File: src/rtl/lsg_pkg.sv
package lsg_pkg;

   typedef enum logic {
      AGE_MODULAR = 1'b0,
      AGE_LINEAR  = 1'b1
   } age_mode_e;

   // a is younger than b, judged on the low w bits
   function automatic logic age_newer(input logic [31:0] a,
                                      input logic [31:0] b,
                                      input int unsigned w,
                                      input age_mode_e   m);
      logic [31:0] mask;
      logic [31:0] d;
      mask = (w >= 32) ? '1 : ((32'd1 << w) - 32'd1);
      if (m == AGE_MODULAR) begin
         d = (a - b) & mask;
         return (d != 32'd0) && (d[w-1] == 1'b0);
      end
      return (a & mask) > (b & mask);
   endfunction

endpackage

File: src/rtl/lsg_alloc.sv
module lsg_alloc #(
   parameter int unsigned ENTRIES = 8
) (
   input  logic [ENTRIES-1:0] busy,
   output logic [ENTRIES-1:0] grant,
   output logic               full
);

   // lowest-index free slot wins
   always_comb begin
      logic found;
      found = 1'b0;
      grant = '0;
      for (int i = 0; i < ENTRIES; i++) begin
         if (!busy[i] && !found) begin
            grant[i] = 1'b1;
            found    = 1'b1;
         end
      end
   end

   assign full = &busy;

endmodule

File: src/rtl/lsg_entry.sv
module lsg_entry
   import lsg_pkg::*;
#(
   parameter int unsigned INUM_W   = 6,
   parameter int unsigned TAG_W    = 12,
   parameter age_mode_e   AGE_MODE = AGE_MODULAR
) (
   input  logic              clk,
   input  logic              rst_n,
   input  logic              alloc,
   input  logic [INUM_W-1:0] ld_inum,
   input  logic [TAG_W-1:0]  ld_tag,
   input  logic              cm_valid,
   input  logic [INUM_W-1:0] cm_inum,
   input  logic              ab_valid,
   input  logic [INUM_W-1:0] ab_inum,
   input  logic              st_valid,
   input  logic [INUM_W-1:0] st_inum,
   input  logic [TAG_W-1:0]  st_tag,
   output logic              busy,
   output logic [INUM_W-1:0] inum,
   output logic              hit
);

   logic              valid_q;
   logic [INUM_W-1:0] inum_q;
   logic [TAG_W-1:0]  tag_q;
   logic              kill_cm;
   logic              kill_ab;

   assign kill_cm = cm_valid && (inum_q == cm_inum);
   assign kill_ab = ab_valid &&
                    ((inum_q == ab_inum) ||
                     age_newer(32'(inum_q), 32'(ab_inum), INUM_W, AGE_MODE));

   always_ff @(posedge clk or negedge rst_n) begin
      if (!rst_n) begin
         valid_q <= 1'b0;
         inum_q  <= '0;
         tag_q   <= '0;
      end else if (alloc) begin
         // allocator only grants a free slot, so no kill applies here
         valid_q <= 1'b1;
         inum_q  <= ld_inum;
         tag_q   <= ld_tag;
      end else if (valid_q && (kill_cm || kill_ab)) begin
         valid_q <= 1'b0;
      end
   end

   assign busy = valid_q;
   assign inum = inum_q;
   assign hit  = valid_q && st_valid && (tag_q == st_tag) &&
                 age_newer(32'(inum_q), 32'(st_inum), INUM_W, AGE_MODE);

endmodule

File: src/rtl/lsg_pick.sv
module lsg_pick
   import lsg_pkg::*;
#(
   parameter int unsigned ENTRIES  = 8,
   parameter int unsigned INUM_W   = 6,
   parameter age_mode_e   AGE_MODE = AGE_MODULAR
) (
   input  logic [ENTRIES-1:0]             hit,
   input  logic [ENTRIES-1:0][INUM_W-1:0] inum,
   output logic                           any,
   output logic [INUM_W-1:0]              oldest
);

   always_comb begin
      any    = 1'b0;
      oldest = '0;
      for (int i = 0; i < ENTRIES; i++) begin
         if (hit[i] &&
             (!any || age_newer(32'(oldest), 32'(inum[i]), INUM_W, AGE_MODE))) begin
            any    = 1'b1;
            oldest = inum[i];
         end
      end
   end

endmodule

File: src/rtl/load_order_guard.sv
module load_order_guard
   import lsg_pkg::*;
#(
   parameter int unsigned ENTRIES  = 8,
   parameter int unsigned INUM_W   = 6,
   parameter int unsigned TAG_W    = 12,
   parameter age_mode_e   AGE_MODE = AGE_MODULAR
) (
   input  logic              clk,
   input  logic              rst_n,
   input  logic              ld_valid,
   input  logic [INUM_W-1:0] ld_inum,
   input  logic [TAG_W-1:0]  ld_tag,
   output logic              ld_full,
   input  logic              st_valid,
   input  logic [INUM_W-1:0] st_inum,
   input  logic [TAG_W-1:0]  st_tag,
   input  logic              cm_valid,
   input  logic [INUM_W-1:0] cm_inum,
   input  logic              ab_valid,
   input  logic [INUM_W-1:0] ab_inum,
   output logic              viol_valid,
   output logic [INUM_W-1:0] viol_inum
);

   if (ENTRIES < 2) begin : g_bad_entries
      $error("load_order_guard: ENTRIES must be at least 2");
   end
   if (INUM_W < 2 || INUM_W > 31) begin : g_bad_inum
      $error("load_order_guard: INUM_W must lie in 2..31");
   end
   if (TAG_W < 1) begin : g_bad_tag
      $error("load_order_guard: TAG_W must be at least 1");
   end

   logic [ENTRIES-1:0]             busy_vec;
   logic [ENTRIES-1:0]             grant_vec;
   logic [ENTRIES-1:0]             alloc_vec;
   logic [ENTRIES-1:0]             hit_vec;
   logic [ENTRIES-1:0][INUM_W-1:0] slot_inum;
   logic                           full;
   logic                           pick_any;
   logic [INUM_W-1:0]              pick_inum;
   logic                           viol_q;
   logic [INUM_W-1:0]              viol_inum_q;

   lsg_alloc #(.ENTRIES(ENTRIES)) u_alloc (
      .busy  (busy_vec),
      .grant (grant_vec),
      .full  (full)
   );

   assign alloc_vec = ld_valid ? grant_vec : '0;

   for (genvar g = 0; g < ENTRIES; g++) begin : g_slot
      lsg_entry #(
         .INUM_W   (INUM_W),
         .TAG_W    (TAG_W),
         .AGE_MODE (AGE_MODE)
      ) u_slot (
         .clk      (clk),
         .rst_n    (rst_n),
         .alloc    (alloc_vec[g]),
         .ld_inum  (ld_inum),
         .ld_tag   (ld_tag),
         .cm_valid (cm_valid),
         .cm_inum  (cm_inum),
         .ab_valid (ab_valid),
         .ab_inum  (ab_inum),
         .st_valid (st_valid),
         .st_inum  (st_inum),
         .st_tag   (st_tag),
         .busy     (busy_vec[g]),
         .inum     (slot_inum[g]),
         .hit      (hit_vec[g])
      );
   end

   lsg_pick #(
      .ENTRIES  (ENTRIES),
      .INUM_W   (INUM_W),
      .AGE_MODE (AGE_MODE)
   ) u_pick (
      .hit    (hit_vec),
      .inum   (slot_inum),
      .any    (pick_any),
      .oldest (pick_inum)
   );

   always_ff @(posedge clk or negedge rst_n) begin
      if (!rst_n) begin
         viol_q      <= 1'b0;
         viol_inum_q <= '0;
      end else begin
         viol_q <= pick_any;
         if (pick_any) begin
            viol_inum_q <= pick_inum;
         end
      end
   end

   assign ld_full    = full;
   assign viol_valid = viol_q;
   assign viol_inum  = viol_inum_q;

endmodule

File: config.mk
export PLATFORM = sky130hd
export DESIGN_NAME = load_order_guard
export DESIGN_NICKNAME = d
export VERILOG_FILES = /design/src/rtl/lsg_pkg.sv /design/src/rtl/lsg_alloc.sv /design/src/rtl/lsg_entry.sv /design/src/rtl/lsg_pick.sv /design/src/rtl/load_order_guard.sv
export SDC_FILE = /design/constraint.sdc
export NUM_CORES = 1
export LEC_CHECK = 0
export BUFFER_PORTS_ARGS = -buffer_cell sky130_fd_sc_hd__buf_2
export CORE_MARGIN = 2
export CORE_UTILIZATION = 59
export CTS_BUF_LIST = sky130_fd_sc_hd__clkbuf_2
export DETAILED_ROUTE_END_ITERATION = 10
export GPL_TIMING_DRIVEN = 1
export PLACE_DENSITY_LB_ADDON = 0.3
export SLEW_MARGIN = 30
export SYNTH_ARGS = -nofsm -noshare
export SYNTH_HDL_FRONTEND = slang
export SYNTH_SLANG_ARGS = --single-unit
export TNS_END_PERCENT = 20
File: constraint.sdc
create_clock -name clk -period 15.5 [get_ports clk]
set_clock_uncertainty 0.1 [all_clocks]
set_input_delay 1.55 -clock clk [delete_from_list [all_inputs] [get_ports clk]]
set_output_delay 1.55 -clock clk [all_outputs]
set_load 0.01 [all_outputs]
Yosys cells after proc, flatten, opt, wreduce, memory -nomap -nowiden
Index checks and enable logic that the tools add are counted.

Flip-flop bits (word level): 159. Input port bits: 54. Output and inout bits: 8. Logic and storage cells: 303.

Add/sub/neg operators: 23. Equality and inequality tests: 24. Mux-type cells: 47. Bitwise logic cells: 23. Reductions and logical operators: 160.

Operators with widths (count): 32-bit nonzero test (23); 6-bit subtractor (23); 12-bit == test (8); 6-bit == test (16); 1-bit logical AND (85); 6-bit two-way mux (8); 1-bit two-way mux (38); 1-bit logical OR (23); 1-bit inverter (23); 1-bit logical NOT (20); 2-bit nonzero test (8); 8-bit two-way mux (1); 8-bit AND reduction (1).

Logic depth before layout (Yosys ltp)
Gate-level depths: netlist of run 1.

Depth in word-level cells: 47. Gate-level depth with buffers: 93. Mapped depth without buffers: 90.

Modules after synthesis
A second synthesis of run 1 with hierarchy kept.

Cells, all modules: 1425. Area, all modules: 13935.9 um2.

By module, submodules not included: lsg_entry (g_slot[0].u_slot ...) (times used 6, cells an instance 124, area an instance 1318.8 um2, seq. area each 475.5 um2); lsg_pick (times used 1, cells an instance 385, area an instance 2906.5 um2, seq. area each 0.0 um2); lsg_entry (g_slot[7].u_slot) (times used 1, cells an instance 130, area an instance 1357.6 um2, seq. area each 475.5 um2); lsg_entry (g_slot[6].u_slot) (times used 1, cells an instance 131, area an instance 1353.8 um2, seq. area each 475.5 um2); load_order_guard (times used 1, cells an instance 22, area an instance 326.6 um2, seq. area each 175.2 um2); lsg_alloc (times used 1, cells an instance 13, area an instance 78.8 um2, seq. area each 0.0 um2).

Worst setup path before layout of run 1
Ideal clock, no wire load.

Kind: input port to flip-flop. Start: input port st_inum[0]. End: register viol_inum_q[1] (netlist: viol_inum[1]). Arrival time: 17.071 ns. Required time: 15.272 ns. Slack: -1.799 ns. Stages on the path: 85. Path buffers: 3. Cells stage by stage: ha_1 fa_1 nand2b_1 a21oi_1 xor2_1 o21bai_1 nor3_1 ha_1 nor2b_1 o21a_1 or3_1 a211o_1 a211oi_2 or2_1 buf_4 nor2_1 a31oi_1 ha_1 (+49 left out) a21oi_1 nor4b_1 o21bai_1 a21o_1 buf_4 mux2i_4 inv_1 ha_1 a21oi_1 nor2b_1 o21ai_0 nand2b_1 a21oi_1 xnor2_1 xor2_1 a32o_1 and2_1 o211ai_2.

Longest elaborated chain between the ends: 47. Elaborated cells between the ends (all ways): 105. Classes of those cells: add/sub: 15; mux: 16; bitwise: 15; reduce/logical: 59.

RTL lines: start, declared (line load_order_guard.sv:16) `input logic [INUM_W-1:0] st_inum,`; 6-bit subtractor (line lsg_pkg.sv:17) `d = (a - b) & mask;`; 32-bit nonzero test or 1-bit inverter (tied branches) (line lsg_pkg.sv:18) `return (d != 32'd0) && (d[w-1] == 1'b0);`; 1-bit logical AND (line lsg_pkg.sv:18); 1-bit logical AND (line lsg_entry.sv:53) `assign hit = valid_q && st_valid && (tag_q == st_tag) &&`; 6-bit two-way mux (line lsg_pick.sv:18) `if (hit[i] &&`; 6-bit subtractor (line lsg_pkg.sv:17); 32-bit nonzero test or 1-bit inverter (tied branches) (line lsg_pkg.sv:18); 1-bit logical AND (line lsg_pkg.sv:18); (+31 left out); 1-bit logical AND (line lsg_pick.sv:18); 6-bit two-way mux (line lsg_pick.sv:18); 6-bit subtractor (line lsg_pkg.sv:17); 32-bit nonzero test or 1-bit inverter (tied branches) (line lsg_pkg.sv:18); 1-bit logical AND (line lsg_pkg.sv:18); 1-bit logical OR (line lsg_pick.sv:19) `(!any || age_newer(32'(oldest), 32'(inum[i]), INUM_W, AGE_MODE))) begin`; 1-bit logical AND (line lsg_pick.sv:18); 6-bit two-way mux or 1-bit two-way mux (tied branches) (line lsg_pick.sv:18); end signal, assigned (line load_order_guard.sv:97) `viol_inum_q <= pick_inum;`; end, declared (line load_order_guard.sv:45) `logic [INUM_W-1:0] viol_inum_q;`.

Several ways; a longest one is shown, not always the timed one. A chain may end at the register's enable or synchronous reset.

Worst setup path after layout of run 1
Start: input port st_inum[0]. End: register viol_inum_q[5] (netlist: viol_inum[5]).

Same word-level chain as after synthesis.

==> impl_metrics.tcl, run 1 <==
set metrics [dict create \
    status "finished with violations" \
    failed_checks "negative setup slack" \
    final-max-slew-violation-count 0 \
    syn-num-nets 1543 \
    die_area_um2 23900 \
    critPathBufInv 7 \
    power.static_leakage_uw 0.00722 \
    tritoncts_clock_tree "yes" \
    met3_usage_pct 5.32 \
    finalWirelength_mm 38.3 \
    buffer_type_at_the_clock_tree_root "sky130_fd_sc_hd__clkbuf_2" \
    timing.critical_path.from "st_inum[0]" \
    timing.critical_path.fanout_max 8 \
    maximum_number_of_pins_on_one_net_before_global_route_repair 58 \
    post_synth_inst_count 1359 \
    yosys_warnings 0 \
    worst_r2r_path_depth 82 \
    critical_path_required_ns 16.11 \
    hold_depth 2 \
    global_route.peak_usage_layer "met2" \
    synth-seq-area-share_pct 29.8 \
    area.growth.synth_to_final_pct 14.5 \
    finalHoldViolations 0 \
    die_w_um 155 \
    viasPerCell 6.08 \
    crit_family "compound AO/OA/AOI/OAI gates" \
    ys_async_sr_fraction_pct 100 \
    worst_setup_path_start_kind "input pin" \
    tightest_slew_ns 0.888 \
    ff_latch_area_um2 3980 \
    rsz0062_at_grt "true" \
    critical-path-max-stage-delay_ns 0.52 \
    worst-setup-path-type "input pin to flip-flop" \
    grt_first_pass_wirelength_mm 59.8 \
    critPathArrivalTime_ns 16.79 \
    start_util_pct 59.6 \
    h_tree_depth 4 \
    post_detailed_route_count_of_antenna_violating_nets 0 \
    io_pins 62 \
    setup_viol 6 \
    worst_slew_margin_rel_pct 40.5 \
    worst_path_max_delay_cell "sky130_fd_sc_hd__fa_2" \
    dr.pass1.iters 5 \
    finalWorstPathRequiredPeriod_ns 16.18 \
    r2r_end "viol_inum[5]" \
    min-delay-path-class "flip-flop to flip-flop" \
    route.detailed.wl_per_inst_um 20.9 \
    initial_antenna_violation_count 2 \
    critical_path.endpoint_type "flip-flop" \
    use_met1_pct 42.2 \
    synth-seq-cells 159 \
    count_of_flip_flops_with_a_built_in_enable_after_synthesis 0 \
    timing.rr.start "g_slot[0].u_slot.inum[0]" \
    routabilityCongestion 0.905 \
    hold_path.startpoint "viol_inum[4]" \
    finish.utilization_pct 68.2 \
    max_cap_violations 0 \
    fillerInstances 1752 \
    flop_to_flop_setup_slack_ns -0.24 \
    grt_pass1_vias 11100 \
    fmax_mhz 61.8 \
    drt_drc_violations_left 0 \
    die_h_um 155 \
    grtUsageTotal_pct 32.5 \
    drive_above_1_share_pct 29.9 \
    syn_avg_cell_area_um2 9.84 \
    final.hold.worst_slack_ns 0.429 \
    io_buffers 61 \
    clock_sinks 159 \
    mapped_cell_area_um2 13400 \
    hpwlAfterDp_mm 28.7 \
    multiInputGateArea_um2 8990 \
    vdd.ir_drop.worst_v 0.000113 \
    cts_inserted_buffers 17 \
    fin_nets 1713 \
    clk-insertion-delay-late_ns 0.78 \
    fp-row-count 55 \
    yosys.cell_types.count 79 \
    power_density_over_cell_area_nw_per_um2 123 \
    clk_pin_slew_worst_paths_ns 0.28 \
    route.vias.total 11100 \
    whs_endpoint "viol_inum[4]" \
    drt_iter0_markers 744 \
    grtUsageMet2_pct 54.6 \
    globalRouteOverflowTotal 0 \
    finalCritPeriodShare_pct 104 \
    setup_ws_ns -0.683 \
    cts.path.max_buffers 2 \
    crit_top_cell "sky130_fd_sc_hd__ha_1" \
    ys_dominant_reg_cell "sky130_fd_sc_hd__dfrtp_1" \
    core_area_um2 22400 \
]
## worst register-to-register path: cells and delay by family, from the launching register on
kind,cells,cell delay [ns]
adders and majority gates,10,3.03
AOI/OAI and AO/OA,31,5.27
muxes,8,2.16
and+or+nand+nor,21,3.19
buffers and inverters,7,0.85
xor gates and xnor gates,5,0.69
DFF,1,0.41
## Yosys cell counts (all sizes together) (4+ instances only)
cell type / instances / area share [%]
xnor2: 113 / 7.6
nand2b: 21 / 0.98
nand3b: 5 / 0.28
buf: 21 / 1.4
o41ai: 6 / 0.39
mux2: 136 / 12
a31oi: 6 / 0.33
fa: 15 / 2.2
nor2: 29 / 0.81
nand3: 30 / 1.2
nand4: 25 / 1.2
a21oi: 60 / 2.2
nor3b: 6 / 0.37
o21a: 5 / 0.28
inv: 93 / 2.6
nand2: 83 / 2.3
o22ai: 15 / 0.70
nor2b: 20 / 0.94
o32ai: 4 / 0.46
ha: 115 / 11
o211ai: 12 / 0.86
xor2: 105 / 6.9
a211oi: 9 / 0.54
or4: 4 / 0.25
mux2i: 11 / 1.2
nor3: 20 / 0.75
or2: 10 / 0.47
o21bai: 9 / 0.51
o21ai: 72 / 2.7
dfrtp: 159 / 30
and3: 14 / 0.68
or3: 5 / 0.23
a21o: 21 / 1.2
nor4: 17 / 0.80
o221ai: 5 / 0.33
and2: 4 / 0.19
clkbuf: 31 / 0.87
o31ai: 5 / 0.28
## per-layer routing
metal	share of wire [%]	up-vias	wire, um
met4	4.2	0	1600
met1	41	5400	15700
met2	47	430	18200
met3	7.5	110	2860
li1	-	5177	-
met5	0	-	0
## worst max path at each step
stage                   end  slack, ns  cells past startpoint
2_1_floorplan  viol_inum[5]      -0.81                     85
4_1_cts        viol_inum[5]      -0.41                     86
5_1_grt        viol_inum[5]      -1.52                     86
3_5_place_dp   viol_inum[5]      -1.72                     84
6_report       viol_inum[5]      -0.68                     82
3_3_place_gp   viol_inum[5]      -1.09                     84
## report_power, final
group | leakage, uW | switching (uW) | internal (uW)
Sequential | 0.00196 | 137 | 532
Combinational | 0.00512 | 491 | 493
Clock | 0.000148 | 178 | 53.5
## stage by stage
step                setup WS [ns]  area (um2)  setup TNS (ns)  power (uW)  instances
floorplan                  -0.811       13500           -4.86        1350       1359
global placement            -1.09       14800           -6.55        1580       1775
detailed placement          -1.72       14800          -10.09        1630       1776
CTS                        -0.408       15200           -2.19        1870       1822
global route                -1.52       15300           -8.73        2020       1828
finish                     -0.683       15300           -3.88        1880       1829
## placed cells by master, fill, tap and decap left out, types with 6 or more instances in the layout
cell	synthesis	final
sky130_fd_sc_hd__a21o_1	21	20
sky130_fd_sc_hd__a21oi_1	60	48
sky130_fd_sc_hd__a21oi_2	0	12
sky130_fd_sc_hd__and3_1	11	11
sky130_fd_sc_hd__buf_2	2	60
sky130_fd_sc_hd__buf_4	6	140
sky130_fd_sc_hd__clkbuf_2	0	18
sky130_fd_sc_hd__dfrtp_1	159	159
sky130_fd_sc_hd__fa_1	15	8
sky130_fd_sc_hd__fa_2	0	7
sky130_fd_sc_hd__ha_1	115	114
sky130_fd_sc_hd__inv_1	93	91
sky130_fd_sc_hd__inv_8	0	6
sky130_fd_sc_hd__mux2_2	127	122
sky130_fd_sc_hd__mux2_4	9	14
sky130_fd_sc_hd__nand2_1	83	82
sky130_fd_sc_hd__nand2b_1	21	21
sky130_fd_sc_hd__nand3_1	29	29
sky130_fd_sc_hd__nand4_1	25	25
sky130_fd_sc_hd__nor2_1	29	28
sky130_fd_sc_hd__nor2b_1	20	18
sky130_fd_sc_hd__nor3_1	20	14
sky130_fd_sc_hd__nor3_2	0	6
sky130_fd_sc_hd__nor4_1	17	17
sky130_fd_sc_hd__o211ai_1	7	7
sky130_fd_sc_hd__o21ai_0	68	57
sky130_fd_sc_hd__o21ai_1	4	10
sky130_fd_sc_hd__o21bai_1	9	8
sky130_fd_sc_hd__o22ai_1	15	15
sky130_fd_sc_hd__o41ai_1	6	6
sky130_fd_sc_hd__or2_2	6	6
sky130_fd_sc_hd__xnor2_1	110	107
sky130_fd_sc_hd__xnor2_2	3	6
sky130_fd_sc_hd__xor2_1	105	105
## cell families after synthesis
family / synth area share [%]
muxes: 12.9
DFF: 29.8
xor gates and xnor gates: 14.4
AOI/OAI and AO/OA: 13.0
and+or+nand+nor: 12.1
adders and majority gates: 13.0
buffers and inverters: 4.87
## repair_timing
action / 4_1_cts / 5_1_grt
pin swaps: 24 / 8
hold buffers: 0 / 0
endpoints found under the hold margin: 0 / 0
gates cloned: 0 / 0
endpoints found under the setup margin: 6 / 6
gates resized for setup: 18 / 7
setup buffers: 14 / 5
## layout make-up
type | instances | area share, %
repair buffers | 203 | 9.15
inverters | 93 | 2.28
diodes | 2 | 0.0327
multi-input cells | 1055 | 58.7
flip-flops and latches | 159 | 26.0
well taps | 285 | 2.33
clock buffers | 18 | 0.588
clock inverters | 14 | 0.924
## flip-flops by register name, indices dropped and copies added, names as in the netlist
register,flops
viol_valid,1
g_slot.u_slot.busy,8
viol_inum,6
g_slot.u_slot.inum,48
g_slot.u_slot.tag_q,96
Note: power is estimated with default switching activity, not from simulation.
==> run 2: changes to the inputs <==
Settings changed: REMOVE_ABC_BUFFERS set to 1.
==> run 2 against run 1 <==
Clock-buffer cell count shrank 1. The flow still finishes with violations (negative setup slack). Largest power group unchanged. Total power is 4.0% higher. Combinational power grew 6%. Register-to-register slack worse by 0.34 ns. Cell count increased by 2.7%.
==> impl_metrics.tcl, run 2 (synthesis results as in run 1) <==
set metrics [dict create \
    status "finished with violations" \
    failed_checks "negative setup slack" \
    global_route.peak_usage_layer "met2" \
    die_w_um 155 \
    routabilityCongestion 0.916 \
    rsz0062_at_grt "true" \
    worst_r2r_path_depth 94 \
    finalWorstPathRequiredPeriod_ns 16.45 \
    worst-setup-path-type "input pin to flip-flop" \
    grtUsageMet2_pct 55.2 \
    cts_inserted_buffers 17 \
    internal_power_uw 1110 \
    timing.critical_path.fanout_max 6 \
    layout_commonest_cell "sky130_fd_sc_hd__buf_4" \
    io_buffers 61 \
    fmax_mhz 60.8 \
    reported_net_switching_power_uw 854 \
    drt_iter0_markers 947 \
    tightest_slew_ns 0.940 \
    place_area_um2 14800 \
    share_comb_of_total_power_pct 52.9 \
    die_h_um 155 \
    crit_top_cell "sky130_fd_sc_hd__buf_4" \
    most_flops_register "g_slot.u_slot.tag_q" \
    fp-row-count 55 \
    share_clk_of_total_power_pct 13.2 \
    flop_to_flop_setup_slack_ns -0.58 \
    use_met1_pct 42.3 \
    grt_first_pass_wirelength_mm 62.6 \
    critical_path.endpoint_type "flip-flop" \
    met3_usage_pct 8.35 \
    critical_path_required_ns 16.11 \
    fin_nets 1763 \
    critical-path-max-stage-delay_ns 0.52 \
    drt_drc_violations_left 0 \
    finalHoldViolations 0 \
    worst_slew_margin_rel_pct 37.0 \
    h_tree_depth 4 \
    mostFrequentLayoutCells "190 x sky130_fd_sc_hd__buf_4, 159 x sky130_fd_sc_hd__dfrtp_1, 122 x sky130_fd_sc_hd__mux2_2, 106 x sky130_fd_sc_hd__xnor2_1, 106 x sky130_fd_sc_hd__ha_1" \
    io_pins 62 \
    route.detailed.wl_per_inst_um 21.3 \
    max_cap_violations 0 \
    power.share.switching_pct 43.6 \
    r2r_end "viol_inum[4]" \
    seq_power_share_pct 33.9 \
    grt_pass1_vias 11700 \
    final-max-slew-violation-count 0 \
    hold_buffers 0 \
    clk_pin_slew_worst_paths_ns 0.25 \
    viasPerCell 6.11 \
    finalCritPeriodShare_pct 106 \
    grtUsageTotal_pct 34.2 \
    finalWirelength_mm 40.0 \
    vdd.ir_drop.worst_v 0.0000903 \
    hold_depth 2 \
    tritoncts_clock_tree "yes" \
    dr.pass1.iters 7 \
    hpwlAfterDp_mm 28.5 \
    number_of_flip_flops_in_the_largest_register 96 \
    buffer_type_at_the_clock_tree_root "sky130_fd_sc_hd__clkbuf_2" \
    whs_endpoint "viol_inum[1]" \
    setup_viol 6 \
    layout.cell_area.non_filler_um2 15800 \
    finalPower_uw 1960 \
    clk-insertion-delay-late_ns 0.84 \
    initial_antenna_violation_count 2 \
    route.vias.total 11500 \
    globalRouteOverflowTotal 0 \
    post_detailed_route_count_of_antenna_violating_nets 0 \
    power.static_leakage_uw 0.00750 \
    critPathArrivalTime_ns 17.06 \
    maximum_number_of_pins_on_one_net_before_global_route_repair 91 \
    timing.rr.start "g_slot[0].u_slot.inum[0]" \
    fin_tns_setup_ns -5.47 \
    drive_above_1_share_pct 33.1 \
    cts.path.max_buffers 2 \
    clock_sinks 159 \
    core_area_um2 22400 \
    hold_path.startpoint "viol_inum[1]" \
    power_density_over_cell_area_nw_per_um2 124 \
    start_util_pct 59.6 \
    area.growth.synth_to_final_pct 18.5 \
    setup_ws_ns -0.953 \
    worst_path_max_delay_cell "sky130_fd_sc_hd__fa_2" \
    die_area_um2 23900 \
    worst_setup_path_start_kind "input pin" \
    min-delay-path-class "flip-flop to flip-flop" \
]
## run 2: changes by cell type in the layout (fill, tap and decap cells not counted), moves of 3 or more
cell	change
sky130_fd_sc_hd__buf_4	+50
sky130_fd_sc_hd__clkinv_8	+8
sky130_fd_sc_hd__ha_1	-8
sky130_fd_sc_hd__ha_2	+5
sky130_fd_sc_hd__inv_8	-5
sky130_fd_sc_hd__ha_4	+3
## run 2: worst max-delay path: cells and delay by family
family | cells | cell delay [ns]
muxes | 6 | 1.50
xor gates and xnor gates | 2 | 0.25
buffers and inverters | 27 | 3.27
and+or+nand+nor | 23 | 3.05
adders and majority gates | 11 | 3.21
AOI/OAI and AO/OA | 25 | 4.22
## run 2: worst max path at each step
stage	start	endpoint	slack (ns)	cells past startpoint
global placement	st_inum[0]	viol_inum[2]	-1.69	87
finish	st_inum[0]	viol_inum[4]	-0.95	94
global route	st_inum[0]	viol_inum[4]	-1.71	90
floorplan	st_inum[0]	viol_inum[1]	-1.87	82
CTS	st_inum[0]	viol_inum[4]	-0.48	87
detailed placement	st_inum[0]	viol_inum[3]	-2.36	87
## run 2: final cells by class
cell class | count | area [um2]
tap | 285 | 357
inverter | 93 | 349
fill | 1638 | 6590
clock inverter | 15 | 209
clock buffer | 17 | 85.1
antenna | 1 | 2.50
sequential | 159 | 3980
timing repair buffer | 253 | 1770
multi-input combinational | 1055 | 9090
## run 2: power groups by stage
stage                     clock (uW)  combinational [uW]  sequential, uW
after floorplan                    0                 687             633
after global placement             0                 922             663
after CTS                        261                1010             661
after detailed placement           0                 961             670
final                            259                1040             664
after global routing             277                1140             678
## run 2: metal layers
layer  wire [um]  part of all wire, %
met5          13                0.032
met4        2260                  5.6
met3        3260                  8.1
met2       18400                   46
met1       16100                   40
## run 2: what timing repair did
action / in CTS / in global routing
pin swaps: 57 / 25
buffers inserted: 42 / 8
setup endpoints to repair: 6 / 6
gates cloned: 0 / 0
resized for setup: 73 / 19
## run 2: stage by stage
step                      utilization, %  setup slack (ns)  hold slack [ns]  std cells
after CTS                           70.0            -0.476            0.436       1869
final                               70.6            -0.953            0.433       1878
after floorplan                        -             -1.87            0.400       1307
after global placement              66.1             -1.69            0.376       1795
after global routing                70.6             -1.71            0.468       1878
after detailed placement            66.2             -2.36            0.382       1795
